<file path="src/rtl/spi_eng_pkg.sv">
`timescale 1ns/1ps
package spi_eng_pkg;
  localparam int WORD_W = 32;
  localparam int CNT_W  = 4;
  localparam int MAX_TX = 8;
  localparam int MAX_RX = 4;
  localparam int BIT_W  = $clog2((MAX_TX + MAX_RX) * 8 + 1);

  localparam logic [1:0] RA_CMD  = 2'd0;
  localparam logic [1:0] RA_DATA = 2'd1;
  localparam logic [1:0] RA_CTRL = 2'd2;

  localparam int CTRL_TX_LSB    = 0;
  localparam int CTRL_RX_LSB    = 4;
  localparam int CTRL_START_BIT = 8;

  typedef enum logic [1:0] {ST_IDLE, ST_SHIFT, ST_TAIL} eng_state_t;

  // saturate a count field at its limit
  function automatic logic [CNT_W-1:0] clamp_cnt(input logic [CNT_W-1:0] v, input int lim);
    if (int'(v) > lim) return CNT_W'(lim);
    return v;
  endfunction

  // byte idx of the outgoing stream: opcode, address high..low, data low..high
  function automatic logic [7:0] frame_tx_byte(input logic [WORD_W-1:0] cmd,
                                               input logic [WORD_W-1:0] dat,
                                               input logic [CNT_W-1:0] idx);
    case (idx)
      4'd0:    return cmd[7:0];
      4'd1:    return cmd[31:24];
      4'd2:    return cmd[23:16];
      4'd3:    return cmd[15:8];
      4'd4:    return dat[7:0];
      4'd5:    return dat[15:8];
      4'd6:    return dat[23:16];
      4'd7:    return dat[31:24];
      default: return 8'h00;
    endcase
  endfunction

  // total serial bits of a frame
  function automatic logic [BIT_W-1:0] frame_bits(input logic [CNT_W-1:0] tx,
                                                  input logic [CNT_W-1:0] rx);
    return BIT_W'((int'(tx) + int'(rx)) * 8);
  endfunction
endpackage

</file>
<file path="src/rtl/spi_eng_regs.sv">
`timescale 1ns/1ps
module spi_eng_regs
  import spi_eng_pkg::*;
(
  input  logic              clk,
  input  logic              rst_n,
  input  logic              wr_en,
  input  logic [1:0]        wr_addr,
  input  logic [WORD_W-1:0] wr_data,
  input  logic [1:0]        rd_addr,
  output logic [WORD_W-1:0] rd_data,
  input  logic              busy,
  input  logic              rx_we,
  input  logic [1:0]        rx_lane,
  input  logic [7:0]        rx_byte,
  output logic [WORD_W-1:0] cmd_q,
  output logic [WORD_W-1:0] data_q,
  output logic [CNT_W-1:0]  tx_cnt,
  output logic [CNT_W-1:0]  rx_cnt,
  output logic              go
);
  logic             wr_ok;
  logic [CNT_W-1:0] tx_new;
  logic [CNT_W-1:0] rx_new;

  assign wr_ok  = wr_en && !busy;
  assign tx_new = clamp_cnt(wr_data[CTRL_TX_LSB +: CNT_W], MAX_TX);
  assign rx_new = clamp_cnt(wr_data[CTRL_RX_LSB +: CNT_W], MAX_RX);
  assign go     = wr_ok && (wr_addr == RA_CTRL) && wr_data[CTRL_START_BIT] &&
                  ((tx_new != '0) || (rx_new != '0));

  always_ff @(posedge clk or negedge rst_n) begin
    if (!rst_n) begin
      cmd_q  <= '0;
      data_q <= '0;
      tx_cnt <= '0;
      rx_cnt <= '0;
    end else if (wr_ok) begin
      case (wr_addr)
        RA_CMD:  cmd_q  <= wr_data;
        RA_DATA: data_q <= wr_data;
        RA_CTRL: begin
          tx_cnt <= tx_new;
          rx_cnt <= rx_new;
        end
        default: ;
      endcase
    end else if (rx_we) begin
      data_q[{rx_lane, 3'b000} +: 8] <= rx_byte;
    end
  end

  always_comb begin
    case (rd_addr)
      RA_CMD:  rd_data = cmd_q;
      RA_DATA: rd_data = data_q;
      RA_CTRL: rd_data = {22'd0, busy, 1'b0, rx_cnt, tx_cnt};
      default: rd_data = '0;
    endcase
  end


  busy_write_ignored_chk: assert property (@(posedge clk) disable iff (!rst_n)
    (busy && wr_en) |=> ($stable(cmd_q) && $stable(tx_cnt) && $stable(rx_cnt)));
endmodule

</file>
<file path="src/rtl/spi_eng_sclk.sv">
`timescale 1ns/1ps
module spi_eng_sclk #(
  parameter int HALF_DIV = 2
) (
  input  logic clk,
  input  logic rst_n,
  input  logic run,
  output logic sck,
  output logic rise_evt,
  output logic fall_evt
);
  localparam int DIV_W = (HALF_DIV > 1) ? $clog2(HALF_DIV) : 1;

  logic [DIV_W-1:0] div_q;
  logic             half_end;

  assign half_end = (div_q == DIV_W'(HALF_DIV - 1));
  assign rise_evt = run && half_end && !sck;
  assign fall_evt = run && half_end && sck;

  always_ff @(posedge clk or negedge rst_n) begin
    if (!rst_n) begin
      div_q <= '0;
      sck   <= 1'b0;
    end else if (!run) begin
      div_q <= '0;
      sck   <= 1'b0;
    end else if (half_end) begin
      div_q <= '0;
      sck   <= !sck;
    end else begin
      div_q <= div_q + DIV_W'(1);
    end
  end
endmodule

</file>
<file path="src/rtl/spi_eng_frame.sv">
`timescale 1ns/1ps
module spi_eng_frame
  import spi_eng_pkg::*;
(
  input  logic              clk,
  input  logic              rst_n,
  input  logic              go,
  input  logic [CNT_W-1:0]  tx_cnt,
  input  logic [CNT_W-1:0]  rx_cnt,
  input  logic [WORD_W-1:0] cmd_q,
  input  logic [WORD_W-1:0] data_q,
  input  logic              rise_evt,
  input  logic              fall_evt,
  input  logic              miso,
  output logic              run,
  output logic              busy,
  output logic              cs_n,
  output logic              mosi,
  output logic              rx_we,
  output logic [1:0]        rx_lane,
  output logic [7:0]        rx_byte
);
  eng_state_t       st_q;
  logic [BIT_W-1:0] bit_q;
  logic [6:0]       rx_sh_q;
  logic [CNT_W-1:0] byte_idx;
  logic [2:0]       bit_in;
  logic             in_tx;
  logic [BIT_W-1:0] last_bit;
  logic [7:0]       cur_tx;

  assign byte_idx = CNT_W'(bit_q >> 3);
  assign bit_in   = bit_q[2:0];
  assign in_tx    = byte_idx < tx_cnt;
  assign last_bit = frame_bits(tx_cnt, rx_cnt) - BIT_W'(1);
  assign cur_tx   = frame_tx_byte(cmd_q, data_q, byte_idx);

  assign run     = (st_q == ST_SHIFT);
  assign busy    = (st_q != ST_IDLE);
  assign cs_n    = !run;
  assign mosi    = run && in_tx && cur_tx[3'd7 - bit_in];
  assign rx_byte = {rx_sh_q, miso};
  assign rx_we   = rise_evt && !in_tx && (bit_in == 3'd7);
  assign rx_lane = 2'(byte_idx - tx_cnt);

  always_ff @(posedge clk or negedge rst_n) begin
    if (!rst_n) begin
      st_q    <= ST_IDLE;
      bit_q   <= '0;
      rx_sh_q <= '0;
    end else begin
      case (st_q)
        ST_IDLE: begin
          if (go) begin
            st_q  <= ST_SHIFT;
            bit_q <= '0;
          end
        end
        ST_SHIFT: begin
          if (rise_evt && !in_tx) rx_sh_q <= rx_byte[6:0];
          if (fall_evt) begin
            if (bit_q == last_bit) st_q <= ST_TAIL;
            else                   bit_q <= bit_q + BIT_W'(1);
          end
        end
        default: st_q <= ST_IDLE;
      endcase
    end
  end


  frame_len_chk: assert property (@(posedge clk) disable iff (!rst_n)
    run |-> (bit_q <= last_bit));


  rx_lane_chk: assert property (@(posedge clk) disable iff (!rst_n)
    rx_we |-> ({2'b00, rx_lane} < rx_cnt));
endmodule

</file>
<file path="src/rtl/spi_cmd_engine.sv">
`timescale 1ns/1ps
module spi_cmd_engine
  import spi_eng_pkg::*;
#(
  parameter int HALF_DIV = 2
) (
  input  logic              clk,
  input  logic              rst_n,
  input  logic              wr_en,
  input  logic [1:0]        wr_addr,
  input  logic [WORD_W-1:0] wr_data,
  input  logic [1:0]        rd_addr,
  output logic [WORD_W-1:0] rd_data,
  output logic              spi_sck,
  output logic              spi_mosi,
  input  logic              spi_miso,
  output logic              spi_cs_n
);
  logic              busy;
  logic              go;
  logic              run;
  logic              rise_evt;
  logic              fall_evt;
  logic              rx_we;
  logic [1:0]        rx_lane;
  logic [7:0]        rx_byte;
  logic [WORD_W-1:0] cmd_q;
  logic [WORD_W-1:0] data_q;
  logic [CNT_W-1:0]  tx_cnt;
  logic [CNT_W-1:0]  rx_cnt;

  spi_eng_regs u_regs (
    .clk(clk), .rst_n(rst_n), .wr_en(wr_en), .wr_addr(wr_addr), .wr_data(wr_data),
    .rd_addr(rd_addr), .rd_data(rd_data), .busy(busy), .rx_we(rx_we),
    .rx_lane(rx_lane), .rx_byte(rx_byte), .cmd_q(cmd_q), .data_q(data_q),
    .tx_cnt(tx_cnt), .rx_cnt(rx_cnt), .go(go)
  );

  spi_eng_sclk #(.HALF_DIV(HALF_DIV)) u_sclk (
    .clk(clk), .rst_n(rst_n), .run(run), .sck(spi_sck),
    .rise_evt(rise_evt), .fall_evt(fall_evt)
  );

  spi_eng_frame u_frame (
    .clk(clk), .rst_n(rst_n), .go(go), .tx_cnt(tx_cnt), .rx_cnt(rx_cnt),
    .cmd_q(cmd_q), .data_q(data_q), .rise_evt(rise_evt), .fall_evt(fall_evt),
    .miso(spi_miso), .run(run), .busy(busy), .cs_n(spi_cs_n), .mosi(spi_mosi),
    .rx_we(rx_we), .rx_lane(rx_lane), .rx_byte(rx_byte)
  );


  busy_on_start_chk: assert property (@(posedge clk) disable iff (!rst_n)
    go |=> (busy && !spi_cs_n));


  busy_release_chk: assert property (@(posedge clk) disable iff (!rst_n)
    $rose(spi_cs_n) |=> !busy);


  sck_idle_chk: assert property (@(posedge clk) disable iff (!rst_n)
    spi_cs_n |-> !spi_sck);


  mosi_idle_chk: assert property (@(posedge clk) disable iff (!rst_n)
    spi_cs_n |-> !spi_mosi);
endmodule

</file>
<file path="config.mk">
export PLATFORM = sky130hd
export DESIGN_NAME = spi_cmd_engine
export DESIGN_NICKNAME = d
export VERILOG_FILES = /design/src/rtl/spi_eng_pkg.sv /design/src/rtl/spi_eng_regs.sv /design/src/rtl/spi_eng_sclk.sv /design/src/rtl/spi_eng_frame.sv /design/src/rtl/spi_cmd_engine.sv
export SDC_FILE = /design/constraint.sdc
export NUM_CORES = 1
export LEC_CHECK = 0
export ABC_CLOCK_PERIOD_IN_PS = 6150
export BUFFER_PORTS_ARGS = -buffer_cell sky130_fd_sc_hd__buf_2
export CORE_MARGIN = 4
export CORE_UTILIZATION = 60
export CTS_CLUSTER_DIAMETER = 200
export CTS_CLUSTER_SIZE = 14
export DETAILED_ROUTE_END_ITERATION = 7
export HOLD_SLACK_MARGIN = 0.03
export PLACE_DENSITY = 0.83
export SYNTH_ARGS = -nofsm -noshare
export SYNTH_HDL_FRONTEND = slang
export SYNTH_SLANG_ARGS = --single-unit
</file>
<file path="constraint.sdc">
create_clock -name clk -period 6.15 [get_ports clk]
set_clock_uncertainty 0.15 [all_clocks]
set_input_delay 1.5375 -clock clk [delete_from_list [all_inputs] [get_ports clk]]
set_output_delay 1.5375 -clock clk [all_outputs]
set_load 0.1 [all_outputs]
</file>
Word-level counts from Yosys, hierarchy flattened
Index checks and enable logic that the tools add are counted.

storage, ports and cells
  output and inout bits = 35
  register bits after elaboration = 90

operators by class
  magnitude comparators = 4
  shift operators = 2
  reduce and logical (&&, ||, !) cells = 31
  equal/unequal tests = 20
  mux-type cells = 26
  add/subtract/negate cells = 7

operators with widths
  operator                                                                 number
  32-bit two-way mux                                                       3
  32-bit one-hot mux with 3 select lines                                   1
  8-bit one-hot mux with 8 select lines                                    1
  32-bit bitwise mux                                                       1
  8-bit by 7-bit variable shift with 32-bit output (first input constant)  1
  8-bit by 7-bit indexed part select with 32-bit output                    1
  7-bit two-way mux                                                        3
  4-bit by 3-bit == test with 1-bit output (second input constant)         4
  4-bit two-way mux                                                        4
  7-bit one-hot mux with 2 select lines                                    1
  2-bit != test (second input constant)                                    6
  1-bit logical AND                                                        11
  4-bit by 2-bit == test with 1-bit output (second input constant)         2
  2-bit AND reduction                                                      4
  4-bit nonzero test                                                       2
  7-bit by 1-bit adder with 7-bit output (second input constant)           1
  7-bit == test                                                            1
  1-bit two-way mux                                                        7
  5-bit negator with 7-bit output                                          1
  7-bit by 1-bit subtractor with 7-bit output (second input constant)      1
  2-bit by 1-bit == test with 1-bit output (second input constant)         3
  2-bit zero test                                                          3
  2-bit two-way mux                                                        3
  2-bit nonzero test                                                       3
  18 further kinds                                                         22

Longest topological paths before layout
Gate-level depths: netlist of the first run.

  depth after elaboration = 8
  depth in mapped cells = 13
  depth with buffers taken out = 10

Cells and area by module
A second synthesis of the first run with hierarchy kept.

second synthesis, totals
  cell total of the unflattened synthesis = 582
  area, all modules = 5,945.7 µm²

modules (own cells, without submodules)
  module         instances  sequential area each (µm²)  area each (µm²)  cells an instance
  spi_eng_regs   1          1,801.7                     4,046.4          392
  spi_eng_frame  1          400.4                       1,810.5          182
  spi_eng_sclk   1          50.0                        88.8             8

Worst setup path after synthesis of the first run
OpenSTA, ideal clock, no wires.

  kind = input to output
  from = in rd_addr[1]
  to = out rd_data[9]
  data required time = 4.462 ns
  path slack = 0.042 ns
  buffers on the path = 2
  arrival time = 4.421 ns
  stages on the path = 4
  cells stage by stage = clkbuf_1 > clkbuf_1 > o21ai_0 > o21ai_0

on the way
  longest elaborated chain between the ends = 2

ends and longest elaborated chain
  what                                        line                  text
  start: declaration                          spi_cmd_engine.sv:12  input logic [1:0] rd_addr,
  2-bit == test (tied with other cells)       spi_eng_regs.sv:54    case (rd_addr)
  32-bit one-hot mux with 3 select lines (*)  spi_eng_regs.sv:54
  end: declaration                            spi_cmd_engine.sv:13  output logic [WORD_W-1:0] rd_data,

Every way passes the cells marked *; elsewhere a longest branch is shown, timed or not.

Worst setup path after layout of the first run
Same ends and word-level chain as after synthesis.

==> flow_summary_export.csv, run 1 <==
group,metric,value,unit
routing,vias_per_cell,6.729,
synthesis,synthSimpleGateAreaFrac,12.76,%
worst_setup_path,critPathSlowestCell,"nor2b_1",
floorplanning,die_height,103.4,um
layout,seqCellArea,2252,um2
global_routing,grt_use_met1,41.14,%
floorplanning,die_x,103.4,um
global_routing,grt-ovfl-total,0,
clocking,cts_buffers,9,
timing,hold_slack,396.5,ps
placement,dp_slack,1345,ps
placement,dpl.hpwl,11260,um
pwr,netSwitchingPower,1.819,mW
pwr,power_leakage,2.703,nW
timing,post-route-period-util,79.88,%
floorplanning,io_pins,75,
worst_setup_path,worstPathArrival,3220,ps
layout,final_area,6047,um2
global_routing,grt_pass1_vias,4817,
global_routing,grt_max_degree,58,
synthesis,synthMuxAreaShare,18.42,%
synthesis,synth_area_per_cell,10.25,um2
worst_setup_path,startpoint_type,"primary input",
pwr,peakVddDrop,325.9,uV
timing,fin_tns_setup,0,ps
routing,wl,15710,um
worst_setup_path,worst-path-max-fanout,34,
clocking,h-tree-depth,3,
worst_setup_path,worstPathCellList,"buf_2 -> nor2b_1 -> nand2_1 -> o21ai_0 -> buf_2",
routing,ant_nets,0,
clocking,cts_setup_buffers,0,
job,max-cap-violations,0,
pwr,swShare,51.40,%
floorplanning,start_util,62.03,%
floorplanning,dieArea,10690,um2
pwr,power.total,3.538,mW
synthesis,synth_area,5463,um2
pwr,p_int,1.720,mW
global_routing,grtUsageMet3,6.036,%
routing,via_count,4724,
synthesis,synthArstFlopShare,100.0,%
hold_path,min_path_cells,1,
worst_setup_path,reg2reg_from,"u_frame.bit_q[3]$_DFFE_PN0P_",
synthesis,synth-edff-count,0,
worst_setup_path,crit_type,"in2out",
timing,setup_slack,1238,ps
routing,firstDrtPassIters,6,
layout,multi_input_area,2960,um2
synthesis,synth-main-ff-cell,"dfrtp_1",
pwr,pwr-share-clk,12.8,%
synthesis,synth_top_family_by_area,"multiplexers",
synthesis,synth-seq-area-share,41.23,%
synthesis,synthXorXnorAreaFrac,1.832,%
synthesis,synth_compound_area_share,17.25,%
hold_path,hold_class,"reg2reg",
routing,drc,0,
synthesis,syn_nets,588,
synthesis,ys_seq_elements,90,
floorplanning,core_area,8806,um2
worst_setup_path,regToRegSetupSlack,2700,ps
hold_path,hold_path_end,"u_regs.cmd_q[22]$_DFFE_PN0P_",
placement,dpl_cell_area,5829,um2
global_routing,grtUsageTotal,31.34,%
timing,min_period,4912,ps
timing,setup_viol,0,
worst_setup_path,slowest_delay,590,ps
layout,drive_above_1_share,24.58,%
clocking,cts.repair.resized,0,
synthesis,synth_cell_type_count,64,
global_routing,grt.busiest_layer,"met2",
hold_path,hold_start,"u_regs.cmd_q[22]$_DFFE_PN0P_",
clocking,ctsHoldBuffers,0,
worst_setup_path,timing.rr.end,"u_regs.data_q[29]$_DFFE_PN0P_",
synthesis,ys_warn_count,0,
synthesis,synthAdderAreaFrac,3.710,%
layout,syn2layout_area_growth,10.70,%
worst_setup_path,cp.depth,5,
outcome,status,"complete, no violations",
timing,hold_viol_final,0,
timing,slew_violations,0,
timing,tightest_slew,954.5,ps
floorplanning,rows,34,
worst_setup_path,ff2ff_path_depth,10,
layout,nets,644,
timing,rsz0062_at_grt,"false",
worst_setup_path,cp-end-kind,"output pin",
routing,drt_iter0_markers,629,
global_routing,use_met2,50.20,%
timing,slew_headroom,35.83,%
layout,num_antenna_cells,0,
pwr,p_comb_share,52.3,%
worst_setup_path,critPathMostFrequentCell,"buf_2",
layout,fillCellCount,661,
clocking,clkTransAtPathRegs,100,ps
clocking,worstSkewPairLatency,360,ps
worst_setup_path,path_delay_family,"buffers and inverters",
pwr,power_density,585.2,nW/um2
worst_setup_path,worstPathRequired,4460,ps
timing,fmax,203.6,MHz
global_routing,grt_pass1_wl,25270,um
synthesis,synthCells,533,
clocking,root_buffer,"clkbuf_8",
routing,wl_per_cell,22.37,um
clocking,cts_tree,"built",
clocking,clockBufferDepth,2,
placement,place_congestion,0.9928,
clocking,clock_sinks,90,
pwr,sequentialPowerShare,34.9,%
placement,port_buffers,74,
global_routing,antenna_found_initial,0,
worst_setup_path,crit_buf_inv,2,
## synthesized netlist by cell type (8+ instances only)
master	n	area, um2
clkbuf_1	10	37.54
buf_2	9	45.04
mux2_2	28	315.3
nand3_1	8	40.04
mux2_1	16	180.2
o21ai_0	15	75.07
a21oi_1	37	185.2
ha_1	13	162.7
a22oi_1	34	255.2
dfrtp_1	90	2252
mux2i_1	42	420.4
inv_1	14	52.55
nor2_1	67	251.5
nand2_1	30	112.6
## stage by stage
stage                     std cells  utilization [%]
after floorplan                 533                -
after global placement          686            66.20
after detailed placement        686            66.20
after CTS                       702            68.67
after global routing            702            68.67
final                           702            68.67
## cell type report
type,count,share of cell area [%]
repair buffers,81,7.035
clock buffers,10,2.110
clock inverters,6,1.490
well taps,108,2.235
flip-flops and latches,90,37.24
inverters,15,0.9311
multi-input cells,392,48.96
## layout by cell type, fill, tap and decap left out, drive strengths merged, types with 3 or more instances in the layout
cell type,instances
nand3,8
buf,81
o211ai,3
nand2b,6
nor2b,6
a22oi,34
dfrtp,90
mux2,44
o21ai,21
mux4,4
a31o,3
a21o,4
clkbuf,10
a221oi,4
mux2i,42
a21oi,44
nand4,4
ha,13
a31oi,3
inv,16
xnor2,6
nor2,67
nor3b,3
a41o,4
nor3,7
nand2,30
## sequential cells by signal, summed over array words and instances (netlist names)
| name | count |
|---|---|
| u_regs.rx_cnt | 4 |
| u_regs.data_q | 32 |
| u_regs.cmd_q | 32 |
| u_frame.st_q | 2 |
| u_regs.tx_cnt | 4 |
| u_sclk.sck | 1 |
| u_sclk.div_q | 1 |
| u_frame.rx_sh_q | 7 |
| u_frame.bit_q | 7 |
## cell families (layout without fill, tap and decap cells)
| logic type | after synthesis | in the layout |
|---|---|---|
| xor+xnor | 9 | 9 |
| compound gates | 134 | 134 |
| mux | 90 | 90 |
| fa+ha+maj | 15 | 15 |
| simple gates | 144 | 144 |
| buf+inv | 51 | 112 |
| flops | 90 | 90 |
## power groups by stage
stage,clock (mW),combinational (mW),sequential (mW)
after floorplan,0,1.53,1.07
after global placement,0,1.75,1.21
after detailed placement,0,1.82,1.22
after CTS,0.455,1.84,1.21
after global routing,0.481,1.99,1.26
final,0.452,1.85,1.24
## per-layer routing
layer	share of wire, %	routed length (um)	vias up
met3	9.5	1492	70
met2	48	7609	302
met5	0	0	-
met4	4.5	702	0
met1	38	5902	2292
li1	-	-	2060
## how the worst max path moves through the flow
| stage | from | endpoint |
|---|---|---|
| 2_1_floorplan | rd_addr[1] | rd_data[9] |
| 6_report | rd_addr[1] | rd_data[9] |
| 3_5_place_dp | rd_addr[1] | rd_data[9] |
| 3_3_place_gp | rd_addr[1] | rd_data[7] |
| 5_1_grt | u_frame.bit_q[3]$_DFFE_PN0P_ | spi_mosi |
| 4_1_cts | u_frame.bit_q[3]$_DFFE_PN0P_ | spi_mosi |
Note: power is estimated with default switching activity, not from simulation.
==> run 2: changes to the inputs <==
ABC_CLOCK_PERIOD_IN_PS = 4200   (was 6150)
CORE_UTILIZATION = 53   (was 60)
PLACE_DENSITY = 0.77   (was 0.83)
clock period = 4.2 ns   (was 6.15 ns; I/O delays follow)
==> flow_summary_export.csv, run 2 (synthesis results as in run 1) <==
group,metric,value,unit
layout,drive_above_1_share,28.55,%
placement,dpl.hpwl,11760,um
worst_setup_path,worst-path-max-fanout,16,
floorplanning,dieArea,12000,um2
hold_path,hold_class,"reg2reg",
timing,setup_viol,0,
hold_path,min_path_cells,1,
hold_path,hold_start,"u_regs.cmd_q[9]$_DFFE_PN0P_",
layout,top_regs,"u_regs.cmd_q: 32 flops, u_regs.data_q: 32 flops",
timing,rsz0062_at_grt,"false",
timing,fin_tns_setup,0,ps
global_routing,grt_max_degree,55,
placement,port_buffers,74,
clocking,root_buffer,"clkbuf_8",
worst_setup_path,startpoint_type,"register",
layout,final_common_cell,"dfrtp_1",
timing,setup_slack,240.5,ps
clocking,h-tree-depth,3,
clocking,cts_buffers,9,
clocking,clkTransAtPathRegs,90,ps
timing,hold_viol_final,0,
timing,fmax,252.6,MHz
layout,nets,649,
worst_setup_path,worstPathCellList,"nor2b_1 -> a32o_1 -> a31oi_1 -> o221ai_1 -> a221o_1 -> and4_1 -> buf_12",
floorplanning,core_area,9910,um2
global_routing,grt_pass1_vias,4671,
outcome,status,"complete, no violations",
routing,drt_iter0_markers,301,
floorplanning,die_x,109.5,um
timing,min_period,3959,ps
worst_setup_path,ff2ff_path_depth,10,
worst_setup_path,timing.rr.end,"u_regs.data_q[17]$_DFFE_PN0P_",
floorplanning,io_pins,75,
hold_path,hold_path_end,"u_regs.cmd_q[9]$_DFFE_PN0P_",
clocking,clock_sinks,90,
routing,wl_per_cell,21.71,um
global_routing,grt-ovfl-total,0,
worst_setup_path,reg2reg_from,"u_frame.bit_q[3]$_DFFE_PN0P_",
worst_setup_path,cp-end-kind,"output pin",
pwr,power.total,5.246,mW
timing,hold_slack,378.0,ps
global_routing,grtUsageTotal,27.67,%
worst_setup_path,slowest_delay,760,ps
routing,ant_nets,0,
worst_setup_path,worstPathRequired,3000,ps
placement,place_congestion,1.041,
worst_setup_path,worstPathArrival,2760,ps
timing,slew_violations,0,
layout,num_antenna_cells,0,
routing,drc,0,
layout,syn2layout_area_growth,15.67,%
floorplanning,rows,36,
clocking,cts_tree,"built",
global_routing,grt_pass1_wl,25120,um
floorplanning,die_height,109.5,um
job,max-cap-violations,0,
global_routing,antenna_found_initial,0,
layout,seqCellArea,2253,um2
clocking,clockBufferDepth,2,
timing,slew_headroom,41.84,%
layout,fillCellCount,821,
routing,wl,15890,um
worst_setup_path,critPathSlowestCell,"dfrtp_1",
pwr,power_leakage,2.764,nW
routing,vias_per_cell,6.317,
pwr,peakVddDrop,509.8,uV
pwr,power_density,830.3,nW/um2
worst_setup_path,regToRegSetupSlack,1140,ps
placement,dp_slack,585.8,ps
worst_setup_path,crit_type,"reg2out",
routing,firstDrtPassIters,5,
clocking,worstSkewPairLatency,360,ps
floorplanning,start_util,55.13,%
timing,tightest_slew,869.6,ps
layout,mostFrequentLayoutCells,"dfrtp_1 (89), buf_2 (63), nor2_1 (47)",
layout,multi_input_area,3008,um2
timing,post-route-period-util,94.27,%
routing,via_count,4624,
## run 2: area by class of cell
class                   instances  area share, %
multi-input cells             392          47.60
well taps                     133          2.634
clock buffers                  12          2.297
inverters                      15         0.8911
flip-flops and latches         90          35.66
repair buffers                 86          10.10
clock inverters                 4         0.8119
## run 2: how the worst max path moves through the flow
| stage | startpoint | endpoint | slack, ps |
|---|---|---|---|
| after detailed placement | u_frame.bit_q[4]$_DFFE_PN0P_ | spi_mosi | 590 |
| after floorplan | rd_addr[1] | rd_data[2] | -560 |
| after global routing | u_frame.bit_q[3]$_DFFE_PN0P_ | spi_mosi | 80 |
| after CTS | u_frame.bit_q[4]$_DFFE_PN0P_ | spi_mosi | 180 |
| final | u_frame.bit_q[5]$_DFFE_PN0P_ | spi_mosi | 240 |
| after global placement | rd_addr[1] | rd_data[9] | 630 |
## run 2: routing by layer
layer	wire [um]	up-vias	share of wire [%]	GRT usage (%)
met4	439	0	2.8	10.33
met5	0	-	0	0
met1	6470	2281	41	37.15
met2	7696	237	48	44.51
met3	1286	39	8.1	5.461
li1	-	2067	-	-
## run 2: timing repair
| item | in CTS | in global routing |
|---|---|---|
| setup buffers | 0 | 0 |
| endpoints found under the setup margin | 0 | 1 |
| hold buffers | 0 | 0 |
| resized for setup | 0 | 1 |
## run 2: where the power goes
part	total (mW)	leakage, nW	switching [mW]	internal [mW]
logic	2.81	1.58	1.80	1.01
registers	1.83	1.09	0.559	1.27
clock network	0.601	0.0966	0.309	0.292
total	5.25	2.76	2.67	2.58
## run 2: per-stage QoR
stage                     std cells  utilization, %  instance area, um2
after floorplan                 533               -                5517
after global placement          716           61.77                6121
after detailed placement        716           61.77                6121
after CTS                       732           63.75                6317
after global routing            732           63.76                6319
final                           732           63.76                6319
## run 2: critical path, delay by kind of cell, from the launching register on
kind / cells / cell delay (ps)
AOI/OAI and AO/OA: 4 / 950
buffers and inverters: 1 / 180
DFF: 1 / 760
and+or+nand+nor: 2 / 490
